[src/rtl/xp_cfg_pkg.sv]
package xp_cfg_pkg;

    localparam int XP_INPUTS  = 16;
    localparam int XP_OUTPUTS = 16;

    typedef enum logic {
        LOAD_SERIAL   = 1'b0,
        LOAD_PARALLEL = 1'b1
    } load_mode_e;

    // one-hot decode of a select value, gated by the word's enable bit
    function automatic logic [XP_INPUTS-1:0] sel_onehot(
        input logic                         en,
        input logic [$clog2(XP_INPUTS)-1:0] sel
    );
        logic [XP_INPUTS-1:0] v;
        v = '0;
        for (int i = 0; i < XP_INPUTS; i++) begin
            if (en && (sel == i[$clog2(XP_INPUTS)-1:0])) v[i] = 1'b1;
        end
        return v;
    endfunction

endpackage

[src/rtl/xp_load_chain.sv]
module xp_load_chain
    import xp_cfg_pkg::*;
#(
    parameter int N_OUT   = XP_OUTPUTS,
    parameter int WORD_W  = $clog2(XP_INPUTS) + 1,
    localparam int CHAIN_W = N_OUT * WORD_W,
    localparam int AW      = $clog2(N_OUT)
) (
    input  logic               clk,
    input  logic               rst,
    input  logic               chip_en,
    input  load_mode_e         mode,
    input  logic               ser_din,
    input  logic [AW-1:0]      par_addr,
    input  logic [WORD_W-1:0]  par_data,
    output logic [CHAIN_W-1:0] chain,
    output logic               ser_dout
);

    always_ff @(posedge clk) begin
        if (rst) begin
            chain <= '0;
        end else if (chip_en) begin
            if (mode == LOAD_PARALLEL) begin
                for (int k = 0; k < N_OUT; k++) begin
                    if (par_addr == k[AW-1:0]) chain[k*WORD_W +: WORD_W] <= par_data;
                end
            end else begin
                chain <= {chain[CHAIN_W-2:0], ser_din};
            end
        end
    end

    assign ser_dout = chain[CHAIN_W-1];

    // serial shift moves one bit per clock
    p_shift_r2: assert property (@(posedge clk) disable iff (rst)
        (chip_en && mode == LOAD_SERIAL) |=>
            (chain[0] == $past(ser_din)) && (ser_dout == $past(chain[CHAIN_W-2])));

    // parallel write lands in the addressed slot
    p_pwrite_r3: assert property (@(posedge clk) disable iff (rst)
        (chip_en && mode == LOAD_PARALLEL) |=>
            (chain[$past(par_addr)*WORD_W +: WORD_W] == $past(par_data)));

    // no change while the chip enable is low
    p_idle_chain_r8: assert property (@(posedge clk) disable iff (rst)
        !chip_en |=> $stable(chain));

endmodule

[src/rtl/xp_update_stage.sv]
module xp_update_stage #(
    parameter int CHAIN_W = 80
) (
    input  logic               clk,
    input  logic               rst,
    input  logic               chip_en,
    input  logic               hold_upd,
    input  logic [CHAIN_W-1:0] chain,
    output logic [CHAIN_W-1:0] held
);

    always_ff @(posedge clk) begin
        if (rst) begin
            held <= '0;
        end else if (chip_en && !hold_upd) begin
            held <= chain;
        end
    end

    // transparent stage follows the chain one clock late
    p_follow_r4: assert property (@(posedge clk) disable iff (rst)
        (chip_en && !hold_upd) |=> (held == $past(chain)));

    // hold keeps the routing
    p_hold_r4: assert property (@(posedge clk) disable iff (rst)
        hold_upd |=> $stable(held));

    // chip enable low freezes the stage
    p_idle_held_r8: assert property (@(posedge clk) disable iff (rst)
        !chip_en |=> $stable(held));

endmodule

[src/rtl/xp_decode.sv]
module xp_decode
    import xp_cfg_pkg::*;
#(
    parameter int N_IN  = XP_INPUTS,
    parameter int N_OUT = XP_OUTPUTS,
    localparam int SEL_W   = $clog2(N_IN),
    localparam int WORD_W  = SEL_W + 1,
    localparam int CHAIN_W = N_OUT * WORD_W
) (
    input  logic                   clk,
    input  logic                   rst,
    input  logic [CHAIN_W-1:0]     held,
    output logic [N_IN*N_OUT-1:0]  xp_en,
    output logic [N_OUT-1:0]       out_en
);

    for (genvar o = 0; o < N_OUT; o++) begin : g_out
        logic [WORD_W-1:0] word;
        logic              live;
        assign word      = held[o*WORD_W +: WORD_W];
        assign live      = word[WORD_W-1] & ~rst;
        assign out_en[o] = live;

        for (genvar i = 0; i < N_IN; i++) begin : g_in
            assign xp_en[o*N_IN + i] = live && (word[SEL_W-1:0] == i[SEL_W-1:0]);
        end

        // at most one input per output
        p_onehot_r5: assert property (@(posedge clk) disable iff (rst)
            $onehot0(xp_en[o*N_IN +: N_IN]));

        // disabled output has no crosspoint
        p_off_r6: assert property (@(posedge clk) disable iff (rst)
            !out_en[o] |-> (xp_en[o*N_IN +: N_IN] == '0));
    end

endmodule

[src/rtl/xp_matrix_cfg.sv]
module xp_matrix_cfg
    import xp_cfg_pkg::*;
#(
    parameter int N_IN  = XP_INPUTS,
    parameter int N_OUT = XP_OUTPUTS,
    localparam int SEL_W   = $clog2(N_IN),
    localparam int WORD_W  = SEL_W + 1,
    localparam int CHAIN_W = N_OUT * WORD_W,
    localparam int AW      = $clog2(N_OUT)
) (
    input  logic                  clk,
    input  logic                  rst,
    input  logic                  chip_en,
    input  logic                  par_mode,
    input  logic                  ser_din,
    input  logic [AW-1:0]         par_addr,
    input  logic [WORD_W-1:0]     par_data,
    input  logic                  hold_upd,
    output logic                  ser_dout,
    output logic [N_IN*N_OUT-1:0] xp_en,
    output logic [N_OUT-1:0]      out_en
);

    logic [CHAIN_W-1:0] chain;
    logic [CHAIN_W-1:0] held;
    load_mode_e         mode;

    assign mode = load_mode_e'(par_mode);

    xp_load_chain #(.N_OUT(N_OUT), .WORD_W(WORD_W)) u_chain (
        .clk      (clk),
        .rst      (rst),
        .chip_en  (chip_en),
        .mode     (mode),
        .ser_din  (ser_din),
        .par_addr (par_addr),
        .par_data (par_data),
        .chain    (chain),
        .ser_dout (ser_dout)
    );

    xp_update_stage #(.CHAIN_W(CHAIN_W)) u_update (
        .clk      (clk),
        .rst      (rst),
        .chip_en  (chip_en),
        .hold_upd (hold_upd),
        .chain    (chain),
        .held     (held)
    );

    xp_decode #(.N_IN(N_IN), .N_OUT(N_OUT)) u_decode (
        .clk    (clk),
        .rst    (rst),
        .held   (held),
        .xp_en  (xp_en),
        .out_en (out_en)
    );

    // a reset edge leaves every output off
    p_reset_off_r9: assert property (@(posedge clk)
        rst |=> (out_en == '0 && xp_en == '0));

endmodule

[config.mk]
export PLATFORM = sky130hd
export DESIGN_NAME = xp_matrix_cfg
export DESIGN_NICKNAME = d
export VERILOG_FILES = /design/src/rtl/xp_cfg_pkg.sv /design/src/rtl/xp_load_chain.sv /design/src/rtl/xp_update_stage.sv /design/src/rtl/xp_decode.sv /design/src/rtl/xp_matrix_cfg.sv
export SDC_FILE = /design/constraint.sdc
export NUM_CORES = 1
export LEC_CHECK = 0
export CORE_ASPECT_RATIO = 0.5
export CORE_UTILIZATION = 43
export DETAILED_ROUTE_END_ITERATION = 12
export GPL_ROUTABILITY_DRIVEN = 0
export PLACE_DENSITY = 0.78
export SLEW_MARGIN = 20
export SYNTH_ARGS = -nofsm -noshare
export SYNTH_HDL_FRONTEND = slang
export SYNTH_SLANG_ARGS = --single-unit
[constraint.sdc]
create_clock -name clk -period 1.2 [get_ports clk]
set_clock_uncertainty 0.05 [all_clocks]
set_input_delay 0.18 -clock clk [delete_from_list [all_inputs] [get_ports clk]]
set_output_delay 0.18 -clock clk [all_outputs]
set_load 0.02 [all_outputs]
## After elaboration in Yosys (flattened, before gate mapping)

Cells that the tools add are included.
Widths: inputs -> output; s select.

- Bits in registers: 160
- Input bits: 15
- Output and inout port bits: 273
- Logic and storage cells: 613

- Equal/unequal tests: 271
- Muxes and demuxes: 17
- Bitwise logic cells: 17
- Reduce and logical (&&, ||, !) cells: 291

Operator list:

| kind | number |
|---|---|
| $eq 4x4->1 const B | 136 |
| $eq 4x3->1 const B | 68 |
| $logic_and 1x1->1 | 257 |
| $eq 4x2->1 const B | 34 |
| $mux 5 | 16 |
| $mux 80 | 1 |
| $eq 4x1->1 const B | 17 |
| $logic_not 4->1 | 17 |
| $ne 2x1->1 const B | 16 |
| $reduce_and 2->1 | 16 |
| $and 1x1->1 | 16 |
| $logic_not 1->1 | 1 |
| $not 1->1 | 1 |

## Depth between registers and ports, before layout

Gate-level depths: netlist of run 1.

- Depth after elaboration: 3
- Mapped depth: 6

## Hierarchy

A second synthesis of run 1 with hierarchy kept.

- Cell total of the unflattened synthesis: 1,350
- Area, all modules: 11,009.3 um^2

Modules (own cells, without submodules):

| module | times used | cells an instance | area each (um^2) | sequential area each (um^2) |
|---|---|---|---|---|
| xp_load_chain | 1 | 577 | 4,540.6 | 1,601.5 |
| xp_update_stage | 1 | 365 | 4,130.2 | 1,601.5 |
| xp_decode | 1 | 408 | 2,338.5 | 0.0 |

## Least setup slack after synthesis of run 1

Ideal clock, no wire load.

- Path kind: reg2out
- Start point: register u_update.held[69]
- End point: output port xp_en[208]
- Arrival: 1,427 ps
- Data required time: 970 ps
- Setup slack: -457 ps
- Cell stages (with the launch flop): 4
- Buffers on the path: 0
- Path through: dfxtp_1 nor2b_1 or3b_1 nor3_1

- Word-level cells in the longest chain between the ends: 2

RTL lines:

| item | line | RTL |
|---|---|---|
| start: declaration | xp_update_stage.sv:9 | `output logic [CHAIN_W-1:0] held` |
| start signal: assignment | xp_update_stage.sv:16 | `held <= chain;` |
| $and 1x1->1 | xp_decode.sv:21 | `assign live = word[WORD_W-1] & ~rst;` |
| net u_decode.g_out[13].live | xp_decode.sv:19 | `logic live;` |
| $logic_and 1x1->1 | xp_decode.sv:25 | `assign xp_en[o*N_IN + i] = live && (word[SEL_W-1:0] == i[SEL_W-1:0]);` |
| end: declaration | xp_matrix_cfg.sv:20 | `output logic [N_IN*N_OUT-1:0] xp_en,` |

The timed path passes the listed nets, and every way through them passes these cells.

## Worst setup path after layout of run 1

- Start point: register u_update.held[24]
- End point: output port xp_en[65]

- Word-level cells in the longest chain between the ends: 2

RTL lines:

| item | line |
|---|---|
| $and 1x1->1 | xp_decode.sv:21 |
| $logic_and 1x1->1 | xp_decode.sv:25 |

No other way between the ends.

==> metrics.txt, run 1 <==
status finished, violations left; failing checks setup timing; TritonCTS clock tree yes; full die area 0.0224 mm²; minimum clock period 1.91 ns; R2R depth 3; Row Count 37; RSZ-0062 raised after global routing true; sequential area share after synthesis 34.2%; Setup CP Type register to output port; flop2flop setup slack between 0.2 and 0.25 ns; critical path capture point type output port; hold depth 2; Reg2Reg Launch Point u_chain.chain[60]; Final setup viols ~270; Core ar. roughly 0.021 mm²; Routed wire per std cell 17.6 µm; Min-Delay Path Class primary input to register; Total Nets Final 1775; worst r2r dst u_chain.chain[60]; cell taking the most area after synthesis dfxtp_1; worst hold path endpoint u_update.held[1]; Pleak between 5 and 6 nW; Via density roughly 5.6; Post-synth ARST share 0%; Syn Area/Cell about 7.0 µm²; initial core utilization 44.7%; P&R area growth vs syn 78.7%; CTS root buf clkbuf_16; Post-synth EDFFs 0; via count around 12000; power per cell area 702 mW/mm²; DP HPWL 21.8 mm; clock sink count 160; cell count after synthesis 1342; top-area cell type share of the netlist area approximately 34%; FMAX 523 MHz; antenna-violating nets left 0; Ant. Diodes 0; Main synth FF type dfxtp_1; drt drc 0; Worst-Skew Late Latency 0.42 ns; Arrival @ worst endpoint 1.68 ns; Die Height 106 µm; die width ~210 µm; Final Cycle Share 159%; Hold Fails Final Rpt 0; hold_ws about 0.10 ns; setup ws final -0.714 ns; Tightest Pin Transition 0.538 ns; initial antenna violation count 0; Req. time, crit path around 0.97 ns; global-route usage over all layers 28.5%; H-Tree Depth 4; Worst Hold Launch rst; clk slew on worst S/H paths roughly 0.07 ns; worst-path maximum fanout 4; Setup crit start kind register; Synth Cell Area 0.00936 mm²; worst vdd ir 0.849 mV; Iteration-0 DRC Markers ~1200; commonest non-fill, non-tap cell in the layout nand2_1; Mapped Nets 1357; maxcap violations 0; fill count 1291; metal1 wirelength 14.9 mm; Yosys cell types 32; highest metal used met4; final wirelength 36.4 mm; largest net degree at the start of global routing 48; Clock Tree Buf Depth 2; WL met2 18.4 mm; Post-CTS Hold Fix Bufs 0; first-pass GRT wire length 53.3 mm; commonest non-fill, non-tap cells in the layout 251 x nand2_1, 248 x buf_6, 238 x buf_4, 160 x a21oi_1, 144 x dfxtp_1; Port Buffers 287; met3 wire len 2.32 mm; Pins Over Slew Limit 0; I/O pins about 290; Syn. warnings 0; grt ovf 0; CTS buffer count 17; First-pass DRT Iterations 6; top post-synthesis cells by area dfxtp_1 34%, nand2_1 10%, a21oi_1 8.6%; share of cells above drive strength 1 48.8%; vias in the first global route between 10000 and 15000; max_slew headroom 64.2%; setup_tns -147.98 ns; #FFs+latches synth 160
-- worst max path at each step --
stage	startpoint	end	slack [ns]	cells past startpoint
2_1_floorplan	u_update.held[69]	xp_en[208]	-0.21	3
3_3_place_gp	rst	xp_en[16]	-0.90	6
3_5_place_dp	rst	xp_en[16]	-0.93	6
4_1_cts	u_update.held[9]	xp_en[16]	-0.68	4
5_1_grt	u_update.held[24]	xp_en[65]	-0.78	6
6_report	u_update.held[24]	xp_en[65]	-0.71	6
-- per-layer routing --
layer  global-route usage [%]  vias up
met2                     50.4      536
met1                     36.7     5606
met3                     3.96       85
met5                        0        -
li1                         -     5422
met4                     6.63        0
-- logic make-up after synthesis --
logic type | count (synthesis) | share of synthesized area (%)
simple gates | 824 | 45.8
compound gates | 240 | 13.9
flops | 160 | 34.2
buf+inv | 118 | 6.07
-- critical path, stage by stage (launching register included) --
cell	delay [ns]
dfxtp_2	0.33
nor2b_4	0.15
buf_6	0.12
nand3b_1	0.18
buf_4	0.20
nor3_2	0.11
buf_4	0.17
-- flip-flops by register name (all words and copies together) (netlist names) --
register,flops
u_chain.chain,80
u_update.held,80
-- through the flow --
| step | area (µm²) | power (mW) | setup slack (ns) | utilization [%] | instances |
|---|---|---|---|---|---|
| 3_5_place_dp | 14200 | 6.46 | -0.927 | 68.0 | 1952 |
| 2_1_floorplan | 10300 | 6.07 | -0.215 | - | 1342 |
| 3_3_place_gp | 14200 | 6.43 | -0.896 | 68.0 | 1952 |
| 5_1_grt | 16700 | 12.1 | -0.783 | 79.9 | 2065 |
| 6_report | 16700 | 11.7 | -0.714 | 79.9 | 2065 |
| 4_1_cts | 15300 | 11.7 | -0.676 | 73.0 | 2022 |
-- cell usage after synthesis (3+ instances only) --
cell and n:
nor2b_4 13, a21oi_1 160, buf_1 24, nand3b_1 32
buf_2 34, nor2b_1 85, nor3_2 13, and4bb_2 6
and3_1 5, and4b_1 4, nand4b_1 4, or4b_4 3
or3b_1 16, nand2_1 256, nand4bb_1 5, nand3_1 96
a31oi_1 80, clkbuf_2 3, dfxtp_1 160, clkbuf_1 37
buf_4 19, nor4b_4 4, nor3_1 51, nor2_1 192
nand2b_1 33
-- where the power goes --
group	switching (mW)	internal, mW	leakage [nW]	total (mW)
logic	0.635	0.357	4.18	0.992
registers	0.0457	5.35	1.30	5.40
clock network	2.41	2.94	0.287	5.35
total	3.09	8.65	5.76	11.7
-- cell type report --
cell class	count	area, µm²	area share (%)
multi-input cells	1064	7500	44.9
clock buffers	18	429	2.57
flip-flops and latches	160	3220	19.3
well taps	292	365	2.18
clock inverters	14	154	0.920
repair buffers	517	5050	30.2
-- repair_timing --
| item | 4_1_cts | 5_1_grt |
|---|---|---|
| gates resized for setup | 1574 | 277 |
| buffers inserted | 38 | 43 |
| cloned | 0 | 0 |
| pin swaps | 131 | 71 |
| setup endpoints to repair | 273 | 273 |
(Power assumes the default switching activity.)
==> run 2: changes to the inputs <==
- CAP_MARGIN: default -> 20
==> results of run 2 <==
Final layout, timing and power as in run 1 (identical DEF).
